**config.mk**
```make
export PLATFORM = sky130hd
export DESIGN_NAME = thermal_cfg_reg
export DESIGN_NICKNAME = d
export VERILOG_FILES = /design/src/rtl/thermal_cfg_pkg.sv /design/src/rtl/cfg_write_filter.sv /design/src/rtl/cfg_read_mux.sv /design/src/rtl/thermal_cfg_reg.sv
export SDC_FILE = /design/constraint.sdc
export NUM_CORES = 1
export LEC_CHECK = 0
export BUFFER_PORTS_ARGS = -buffer_cell sky130_fd_sc_hd__buf_2
export CORE_MARGIN = 2
export CORE_UTILIZATION = 37
export DETAILED_ROUTE_END_ITERATION = 10
export PLACE_DENSITY = 0.83
export SETUP_SLACK_MARGIN = 0.3
export SLEW_MARGIN = 20
export SYNTH_ARGS = -nofsm -noshare
export SYNTH_HDL_FRONTEND = slang
export SYNTH_SLANG_ARGS = --single-unit
```
**constraint.sdc**
```tcl
create_clock -name clk -period 2.35 [get_ports clk]
set_input_delay 0.47 -clock clk [delete_from_list [all_inputs] [get_ports clk]]
set_output_delay 0.47 -clock clk [all_outputs]
set_load 0.02 [all_outputs]
```
**src/rtl/thermal_cfg_pkg.sv**
```systemverilog
package thermal_cfg_pkg;

    localparam int unsigned CTL_N     = 4;
    localparam int unsigned POS_MODE  = 0;
    localparam int unsigned POS_STAT  = 4;
    localparam int unsigned POS_CLR   = 5;
    localparam int unsigned POS_ALOCK = 6;
    localparam int unsigned POS_CLOCK = 7;
    localparam int unsigned POS_SHDN  = 8;
    localparam int unsigned POS_HYST  = 9;
    localparam int unsigned HYST_W    = 2;
    localparam int unsigned USED_W    = POS_HYST + HYST_W;

    typedef struct packed {
        logic [HYST_W-1:0] hyst;
        logic              shdn;
        logic              crit_lock;
        logic              alarm_lock;
        logic [CTL_N-1:0]  ctl;      // {out_en, crit_only, pol, mode}
        logic              clr_pulse;
    } cfg_state_t;

endpackage

```
**src/rtl/cfg_write_filter.sv**
```systemverilog
module cfg_write_filter
    import thermal_cfg_pkg::*;
#(
    parameter int unsigned DATA_W = 16
) (
    input  cfg_state_t        cur,
    input  logic              wr_en,
    input  logic [DATA_W-1:0] wr_data,
    output cfg_state_t        nxt
);

    logic locked;
    logic [CTL_N-1:0] ctl_nxt;

    assign locked = cur.alarm_lock | cur.crit_lock;

    // Lockable control bits: one identical slice per field
    for (genvar i = 0; i < CTL_N; i++) begin : g_ctl
        assign ctl_nxt[i] = (wr_en && !locked) ? wr_data[POS_MODE + i] : cur.ctl[i];
    end

    always_comb begin
        nxt            = cur;
        nxt.ctl        = ctl_nxt;
        nxt.clr_pulse  = wr_en & wr_data[POS_CLR];
        if (wr_en) begin
            nxt.alarm_lock = cur.alarm_lock | wr_data[POS_ALOCK];
            nxt.crit_lock  = cur.crit_lock  | wr_data[POS_CLOCK];
            nxt.hyst       = wr_data[POS_HYST +: HYST_W];
            if (locked) begin
                nxt.shdn = cur.shdn & wr_data[POS_SHDN];
            end else begin
                nxt.shdn = wr_data[POS_SHDN];
            end
        end
    end

endmodule

```
**src/rtl/cfg_read_mux.sv**
```systemverilog
module cfg_read_mux
    import thermal_cfg_pkg::*;
#(
    parameter int unsigned DATA_W = 16
) (
    input  cfg_state_t        st,
    input  logic              evt_active,
    output logic [DATA_W-1:0] rd_data
);

    always_comb begin
        rd_data                         = '0;
        rd_data[POS_MODE +: CTL_N]      = st.ctl;
        rd_data[POS_STAT]               = evt_active;
        rd_data[POS_CLR]                = 1'b0;
        rd_data[POS_ALOCK]              = st.alarm_lock;
        rd_data[POS_CLOCK]              = st.crit_lock;
        rd_data[POS_SHDN]               = st.shdn;
        rd_data[POS_HYST +: HYST_W]     = st.hyst;
    end

endmodule

```
**src/rtl/thermal_cfg_reg.sv**
```systemverilog
module thermal_cfg_reg
    import thermal_cfg_pkg::*;
#(
    parameter int unsigned DATA_W = 16
) (
    input  logic              clk,
    input  logic              rst_n,
    input  logic              wr_en,
    input  logic [DATA_W-1:0] wr_data,
    input  logic              evt_active,
    output logic [DATA_W-1:0] rd_data,
    output logic              evt_mode,
    output logic              evt_pol,
    output logic              crit_only,
    output logic              evt_out_en,
    output logic              shutdown,
    output logic [HYST_W-1:0] hyst_sel,
    output logic              alarm_lock,
    output logic              crit_lock,
    output logic              clear_evt
);

    cfg_state_t st_d, st_q, flt_nxt;

    cfg_write_filter #(.DATA_W(DATA_W)) u_filter (
        .cur     (st_q),
        .wr_en   (wr_en),
        .wr_data (wr_data),
        .nxt     (flt_nxt)
    );

    cfg_read_mux #(.DATA_W(DATA_W)) u_rdmux (
        .st         (st_q),
        .evt_active (evt_active),
        .rd_data    (rd_data)
    );

    always_comb begin
        st_d = flt_nxt;
    end

    always_ff @(posedge clk or negedge rst_n) begin
        if (!rst_n) begin
            st_q <= '0;
        end else begin
            st_q <= st_d;
        end
    end

    assign evt_mode   = st_q.ctl[0];
    assign evt_pol    = st_q.ctl[1];
    assign crit_only  = st_q.ctl[2];
    assign evt_out_en = st_q.ctl[3];
    assign shutdown   = st_q.shdn;
    assign hyst_sel   = st_q.hyst;
    assign alarm_lock = st_q.alarm_lock;
    assign crit_lock  = st_q.crit_lock;
    assign clear_evt  = st_q.clr_pulse;

endmodule

```
# Word level (Yosys, flattened, before mapping)

Cells that the tools add are included.

Output and inout port bits: 26
Register bits: 10

Bitwise operators: 5
Reductions and logical operators: 2
Mux-type cells: 1

Operator list:

| kind              | count |
|---|---|
| bitwise OR 1 bit  | 3 |
| bitwise AND 1 bit | 2 |
| logical AND 1 bit | 1 |
| logical NOT 1 bit | 1 |
| two-way mux 1 bit | 1 |

# Logic depth before layout (Yosys ltp)

Gate-level depths: netlist of the first run.

Depth after elaboration: 3
Depth in mapped cells: 2
Gate-level depth less buffers: 2

# Hierarchy

A second synthesis of the first run with hierarchy kept.

Cell total of the unflattened synthesis: 39
Area, all modules: 498.0 um^2

By module, submodules not included:

| module           | cells an instance | sequential area each (um^2) | times used | area an instance (um^2) |
|---|---|---|---|---|
| thermal_cfg_reg  | 10                | 250.2                       | 1          | 250.2 |
| cfg_read_mux     | 17                | 0.0                         | 1          | 123.9 |
| cfg_write_filter | 12                | 0.0                         | 1          | 123.9 |

# Worst setup path before layout of the first run

OpenSTA, ideal clock, no wires.

Path type: register to register
Start point: register st_q (netlist bit crit_lock)
End point: register st_q (netlist bit crit_only)
Cell stages (with the launch flop): 3
Setup slack: 1097 ps
Period minus slack after synthesis: 1253 ps
Buffers on the path: 0
Arrival: 1128 ps
Cell sequence: dfrtp_1 nor3b_4 mux2_2

Longest elaborated chain between the ends: 3

Ends and longest elaborated chain:

| element                | line                   | text |
|---|---|---|
| start, declared        | thermal_cfg_reg.sv:23  | `cfg_state_t st_d, st_q, flt_nxt;` |
| start signal, assigned | thermal_cfg_reg.sv:46  | `st_q <= st_d;` |
| bitwise OR 1 bit       | cfg_write_filter.sv:15 | `assign locked = cur.alarm_lock \| cur.crit_lock;` |
| logical NOT 1 bit      | cfg_write_filter.sv:19 | `assign ctl_nxt[i] = (wr_en && !locked) ? wr_data[POS_MODE + i] : cur.ctl[i];` |
| logical AND 1 bit      | cfg_write_filter.sv:19 |  |

No other way between the ends.
A chain may end at the register's enable or synchronous reset.

# Final worst setup path of the first run

Start point: register st_q (netlist bit crit_lock)
End point: output crit_lock

RTL lines:

| element       | line                  | text |
|---|---|---|
| end, declared | thermal_cfg_reg.sv:19 | `output logic crit_lock,` |

No word-level cell between the ends.

==> qor_table.md, run 1 <==
| Stage | Quantity | Reported |
| --- | --- | --- |
| run status | Outcome | finished clean |
| sta | Peak clock frequency supported by timing | 750 MHz |
| sta | Sum of negative setup slack | 0 ns |
| critical path | FF-to-FF End | evt_mode |
| sta | Fin. Hold Viols | 0 |
| clock tree | CTS Root Cell | sky130_fd_sc_hd__clkbuf_4 |
| clock tree | PostCTS Resize Cnt | 0 |
| die | Initial core utilization | 38.8% |
| place | IO buf count | 31 |
| grt | Largest net degree at the start of global routing | 11 |
| critical path | R2R setup slack | 1.11 ns |
| finish | Area overhead of the layout relative to synthesis | 19.1% |
| route | Detailed Route Iter0 Violations | 0 |
| clock tree | Count of hold buffers inserted by post-cts repair | 0 |
| sta | Share of the clock period used by the worst path | 56.8% |
| yosys | Synth async-reset ratio | 100% |
| critical path | Data required time of the critical path | 1.88 ns |
| critical path | Crit path max-delay cell type | sky130_fd_sc_hd__dfrtp_1 |
| clock tree | Worst-skew pair later-pin latency | 0.25 ns |
| grt | First-pass GRT wire length | 1.03 mm |
| yosys | Number of warning messages in the yosys log | 0 |
| yosys | Leading post-synthesis cells by cell area | sky130_fd_sc_hd__dfrtp_1 50%, sky130_fd_sc_hd__buf_4 24%, sky130_fd_sc_hd__mux2_2 14% |
| critical path | Crit Path Class | reg2out |
| route | Total detailed-routing wirelength | 764 microns |
| clock tree | Total clock buffers created by CTS | 3 |
| worst hold path | Path class of the lowest-slack min-delay path | in2async |
| sta | Worst Skew | 0.00159 ns |
| finish | Layout fillers | 126 |
| sta | RSZ-0062 raised after global routing | false |
| yosys | Cell count after synthesis | 39 |
| critical path | Launch instance of the worst register-to-register path | crit_lock |
| finish | Number of non-filler instances in the completed layout | 77 |
| clock tree | H-tree lvl count | 1 |
| yosys | Unique masters post-synth | 9 |
| die | Die Footprint | 1660 sq um |
| yosys | Share of the synthesized area in the top cell type | 50.3% |
| clock tree | Bufs on Longest Clock Path | 2 |
| die | Cell row count | 13 |
| power | Ratio of total power to cell area | 690 nW/um^2 |
| finish | Net count, final | 84 |
| critical path | R2R depth | 2 |
| die | Die Height | 40.7 microns |
| grt | Global routing usage summed across all routing layers | 10.4% |
| die | Core area | 1280 sq um |
| finish | N_diodes | 0 |
| critical path | CP endpoint kind | output pin |
| critical path | Data arrival time of the critical path | 0.86 ns |
| place | Placed cell areas | 571 sq um |
| critical path | Number of buffer and inverter stages on the critical path | 1 |
| place | Routability Congestion | 0.526 |
| yosys | Sequential element share of the synthesized area | 50.3% |
| critical path | Critical path's largest stage delay | 0.42 ns |
| yosys | Post-synth EDFFs | 0 |
| grt | Number of antenna violations at the first check in global routing | 0 |
| power | Static leakage | 0.326 nW |
| route | First-pass detailed-route iteration total | 1 |
| flow run | MaxCap Viol Count | 0 |
| grt | Congestion Overflow GR | 0 |
| route | Antenna Nets Post-Route | 0 |
| yosys | Post-synth top flop | sky130_fd_sc_hd__dfrtp_1 |
| route | Vias/cell | 4.17 |
| finish | Proportion of layout cells with a drive suffix above 1 | 71.0% |
| critical path | Cell-by-cell listing of the critical path | buf_2 |
| yosys | Dominant cell type by area after synthesis | sky130_fd_sc_hd__dfrtp_1 |
| place | HPWL reported at the end of detailed placement | 643 microns |
| finish | Share of the core filled with cells | 46.2% |
| grt | Via count of the first global-routing pass | 252 |
| finish | Multi-input combinational cell area | 143 sq um |
| route | Remaining DRCs | 0 |
| sta | Tmin final | 1.33 ns |
| finish | Area of all sequential standard cells | 250 sq um |
| route | Vias after detailed routing | 321 |
| clock tree | Setup repair bufs after CTS | 0 |
| yosys | Synth Register Bits | 10 |
| yosys | Average cell area after synthesis | 12.8 sq um |
| place | Number of cells after detailed placement | 74 |
| die | Overall die width | 40.7 microns |
| die | Number of top-level design ports | 46 |
| yosys | Cell types with the highest counts after synthesis | 16 x sky130_fd_sc_hd__buf_4, 10 x sky130_fd_sc_hd__dfrtp_1, 6 x sky130_fd_sc_hd__mux2_2 |
| route | WL/cell | 9.92 microns |
| yosys | Netlist area before placement | 498 sq um |
| finish | Finished Cell Area | 593 sq um |
| power | VDD IR max | 319 uV |
| critical path | Cell family with most CP delay | flip-flops |
| sta | Final setup violating endpoints | 0 |
| critical path | Largest fanout on the critical path | 4 |
| yosys | Most frequent cell after synthesis | sky130_fd_sc_hd__buf_4 |
| sta | Count of final max-slew check failures | 0 |
| clock tree | CTS tree | done |
| clock tree | CTS clock-pin slew for the worst setup and hold paths | 0.06 ns |
| clock tree | Clk sink count | 10 |
| critical path | Crit path launch type | flop |
[logic make-up after synthesis]
kind of cell / Yosys count / synth area share [%]
buffers and inverters: 17 / 24.9
flip-flops: 10 / 50.3
multiplexers: 6 / 13.6
AO/OA/AOI/OAI: 3 / 5.28
AND/OR/NAND/NOR: 2 / 5.28
other: 1 / 0.753
[worst reg2reg max path, cell delays in order, from the launching register on]
cell and delay [ns]:
sky130_fd_sc_hd__dfrtp_1 0.43, sky130_fd_sc_hd__nor3b_4 0.32, sky130_fd_sc_hd__mux2_2 0.38
[state kept, by name (all words and copies together) (netlist names)]
signal,flops
clear_evt,1
hyst_sel,2
crit_only,1
crit_lock,1
shutdown,1
alarm_lock,1
evt_pol,1
evt_out_en,1
evt_mode,1
[worst max-delay path by stage]
stage / startpoint / to / slack [ns] / depth (start not counted)
final: crit_lock / crit_lock / 1.02 / 1
after global routing: crit_lock / crit_lock / 0.96 / 1
after CTS: crit_lock / crit_lock / 1.01 / 1
after detailed placement: wr_en / evt_mode / 0.88 / 3
after global placement: wr_en / evt_out_en / 0.89 / 3
after floorplan: crit_lock / crit_only / 1.10 / 2
[per-layer routing]
layer  vias to the layer above  global-route usage [%]  share of wire [%]  routed length [microns]
li1                        152                       -                  -                        -
met1                       144                    8.14                 39                      298
met2                        23                    19.4                 48                      365
met3                         2                    4.89                 13                       96
met4                         0                    7.50               0.52                        4
met5                         -                       0                  0                        0
[power breakdown]
group          internal (W)  switching [W]  total, W
sequential         0.000188     0.00000893  0.000197
clock             0.0000585      0.0000477  0.000106
combinational     0.0000390      0.0000675  0.000106
total              0.000285       0.000124  0.000409
[cell usage in the layout (no fill, tap or decap)]
master	n
sky130_fd_sc_hd__nor3b_4	1
sky130_fd_sc_hd__clkbuf_4	3
sky130_fd_sc_hd__dfrtp_1	10
sky130_fd_sc_hd__and2_2	1
sky130_fd_sc_hd__inv_1	1
sky130_fd_sc_hd__buf_2	31
sky130_fd_sc_hd__mux2_2	6
sky130_fd_sc_hd__a21o_2	2
sky130_fd_sc_hd__a2bb2oi_1	1
sky130_fd_sc_hd__conb_1	6
[per-stage QoR]
stage	worst slack (ns)	hold WS, ns	power, W
after global routing	0.956	0.0763	0.000437
after floorplan	1.10	0.174	0.000293
after CTS	1.01	0.0622	0.000419
final	1.02	0.0657	0.000409
after global placement	0.892	0.339	0.000305
after detailed placement	0.875	0.339	0.000308
[final cells by class]
cell class | instances | area share (%)
inverter | 1 | 0.633
sequential | 10 | 42.2
timing repair buffer | 31 | 26.2
clock buffer | 3 | 3.80
multi-input combinational | 17 | 24.1
tap | 15 | 3.16
No activity file was read; power rests on OpenSTA's default activity.
==> inputs of run 2 (changes only) <==
Settings changed: CORE_UTILIZATION 37 to 31, PLACE_DENSITY 0.83 to 0.75.
Clock period 2.35 ns to 1.15 ns, I/O delays scaled along.
==> run 2 against run 1 <==
Effect of this change: the flow now finishes with violations (negative setup slack); final cell count up 18%; clock-buffer cell count rose by 1; flip-flop and latch count is the same; largest power group unchanged; combinational power rose to 3.2 times the previous value; largest cell class is now buffers; global-route usage is 2.2 points higher; register-to-register slack worse by 1.2 ns; worst setup slack got worse by 1.1 ns; core utilization rose by 10 points; first-iteration DRC count grew 4; critical path type is now reg2reg; die area is 17% higher.
==> qor_table.md, run 2 (synthesis results as in run 1) <==
| Stage | Quantity | Reported |
| --- | --- | --- |
| grt | Global routing usage summed across all routing layers | 12.6% |
| critical path | Crit path launch type | flop |
| place | IO buf count | 31 |
| power | Tot Pwr | 0.000998 W |
| sta | RSZ-0062 raised after global routing | true |
| clock tree | CTS clock-pin slew for the worst setup and hold paths | 0.07 ns |
| route | Detailed Route Iter0 Violations | 4 |
| critical path | Largest fanout on the critical path | 5 |
| finish | Net count, final | 96 |
| finish | Most used cells in the layout excluding fill and tap cells | 23 x sky130_fd_sc_hd__buf_6, 12 x sky130_fd_sc_hd__buf_2, 7 x sky130_fd_sc_hd__buf_4 |
| critical path | Start point of the critical path | alarm_lock |
| sta | Tmin final | 1.21 ns |
| finish | Layout fillers | 115 |
| finish | Area overhead of the layout relative to synthesis | 71.1% |
| route | Remaining DRCs | 0 |
| place | Worst setup timing slack at the placement stage | -0.0942 ns |
| critical path | Worst setup endpoint | crit_only |
| critical path | R2R depth | 3 |
| clock tree | Worst-skew pair later-pin latency | 0.26 ns |
| run status | Violations in the final reports | negative setup slack |
| grt | Number of antenna violations at the first check in global routing | 0 |
| die | Initial core utilization | 33.1% |
| die | Die Height | 44.1 microns |
| sta | Sum of negative setup slack | -0.334 ns |
| run status | Outcome | complete, but fails checks |
| critical path | Critical path's largest stage delay | 0.43 ns |
| finish | Proportion of layout cells with a drive suffix above 1 | 81.3% |
| critical path | Crit Path Class | reg2reg |
| critical path | Data required time of the critical path | 1.28 ns |
| place | Placed cell areas | 608 sq um |
| die | Overall die width | 44.1 microns |
| critical path | R2R setup slack | -0.06 ns |
| flow run | MaxCap Viol Count | 0 |
| clock tree | Total clock buffers created by CTS | 3 |
| critical path | Launch instance of the worst register-to-register path | alarm_lock |
| critical path | CP endpoint kind | flop |
| power | Ratio of total power to cell area | 1170 nW/um^2 |
| die | Cell row count | 14 |
| grt | Via count of the first global-routing pass | 385 |
| grt | Congestion Overflow GR | 0 |
| grt | Met1 track utilization from global routing | 14.8% |
| sta | Worst setup slack after layout | -0.0556 ns |
| grt | Largest net degree at the start of global routing | 11 |
| finish | Finished Cell Area | 852 sq um |
| finish | N_diodes | 0 |
| critical path | Critical Path Stages | 3 |
| route | Antenna Nets Post-Route | 0 |
| route | Vias/cell | 4.29 |
| sta | Share of the clock period used by the worst path | 105% |
| critical path | Crit path max-delay cell type | sky130_fd_sc_hd__dfrtp_2 |
| grt | First-pass GRT wire length | 1.78 mm |
| clock tree | Bufs on Longest Clock Path | 2 |
| clock tree | CTS Root Cell | sky130_fd_sc_hd__clkbuf_4 |
| critical path | FF-to-FF End | crit_only |
| finish | Commonest non-fill, non-tap cell in the layout | sky130_fd_sc_hd__buf_6 |
| clock tree | Clk sink count | 10 |
| worst hold path | Path class of the lowest-slack min-delay path | in2reg |
| sta | Peak clock frequency supported by timing | 829 MHz |
| sta | Fin. Hold Viols | 0 |
| critical path | Cell-by-cell listing of the critical path | nor3b_4 -> buf_6 -> mux2_4 |
| route | WL/cell | 14.0 microns |
| grt | Met2 track demand over resource in global routing | 21.8% |
| die | Number of top-level design ports | 46 |
| route | Total detailed-routing wirelength | 1.27 mm |
| critical path | Number of buffer and inverter stages on the critical path | 1 |
| critical path | Data arrival time of the critical path | 1.34 ns |
| place | Routability Congestion | 0.592 |
| grt | Most used routing layer | met2 |
| sta | Worst Skew | 0.00848 ns |
| route | First-pass detailed-route iteration total | 3 |
| finish | Max reg flops | 2 |
| die | Die Footprint | 1940 sq um |
| sta | Count of final max-slew check failures | 0 |
| power | VDD IR max | 544 uV |
| power | Static leakage | 0.438 nW |
| place | HPWL reported at the end of detailed placement | 694 microns |
| route | Vias after detailed routing | 390 |
| critical path | Cell family with most CP delay | flip-flops |
| die | Core area | 1510 sq um |
| grt | Routing usage on met3 | 3.27% |
| clock tree | H-tree lvl count | 1 |
| clock tree | CTS tree | done |
| sta | Final setup violating endpoints | 9 |
-- run 2: area by class of cell --
cell class	instances	area, sq um	share of cell area [%]
tap	16	20.0	2.35
timing repair buffer	43	382	44.8
sequential	10	256	30.1
clock buffer	4	26.3	3.08
multi-input combinational	17	164	19.2
inverter	1	3.75	0.441
-- run 2: worst min path at each step --
stage | from | endpoint | depth (start not counted)
2_1_floorplan | rst_n | alarm_lock | 0
5_1_grt | wr_data[6] | alarm_lock | 2
4_1_cts | wr_data[7] | crit_lock | 2
3_5_place_dp | rst_n | crit_only | 1
3_3_place_gp | rst_n | crit_only | 1
6_report | wr_data[6] | alarm_lock | 2
-- run 2: worst reg2reg max path: stages, from the launching register on --
cell and delay, ns:
sky130_fd_sc_hd__dfrtp_2 0.43, sky130_fd_sc_hd__nor3b_4 0.20, sky130_fd_sc_hd__buf_6 0.15, sky130_fd_sc_hd__mux2_4 0.30
-- run 2: metal layers --
layer / part of all wire (%) / wire (microns)
met2: 55 / 702
met3: 11 / 138
met5: 0 / 0
met1: 34 / 432
met4: 0 / 0
-- run 2: through the flow --
stage / util, % / std cells / hold slack, ns
CTS: 54.3 / 87 / 0.179
finish: 56.6 / 91 / 0.190
global placement: 40.4 / 79 / 0.0954
floorplan: - / 44 / -0.0656
global route: 56.6 / 91 / 0.200
detailed placement: 40.4 / 79 / 0.100
-- run 2: power by group --
part           total [W]  internal, W  switching, W  leakage (nW)
Clock           0.000240     0.000133      0.000107        0.0150
Sequential      0.000421     0.000385     0.0000366         0.113
Combinational   0.000336     0.000186      0.000151         0.310
-- run 2: what timing repair did --
action,CTS,global route
hold buffers,1,0
endpoints found under the setup margin,25,26
endpoints found under the hold margin,10,0
resized for setup,46,1
buffers inserted,3,4
pin swaps,1,1
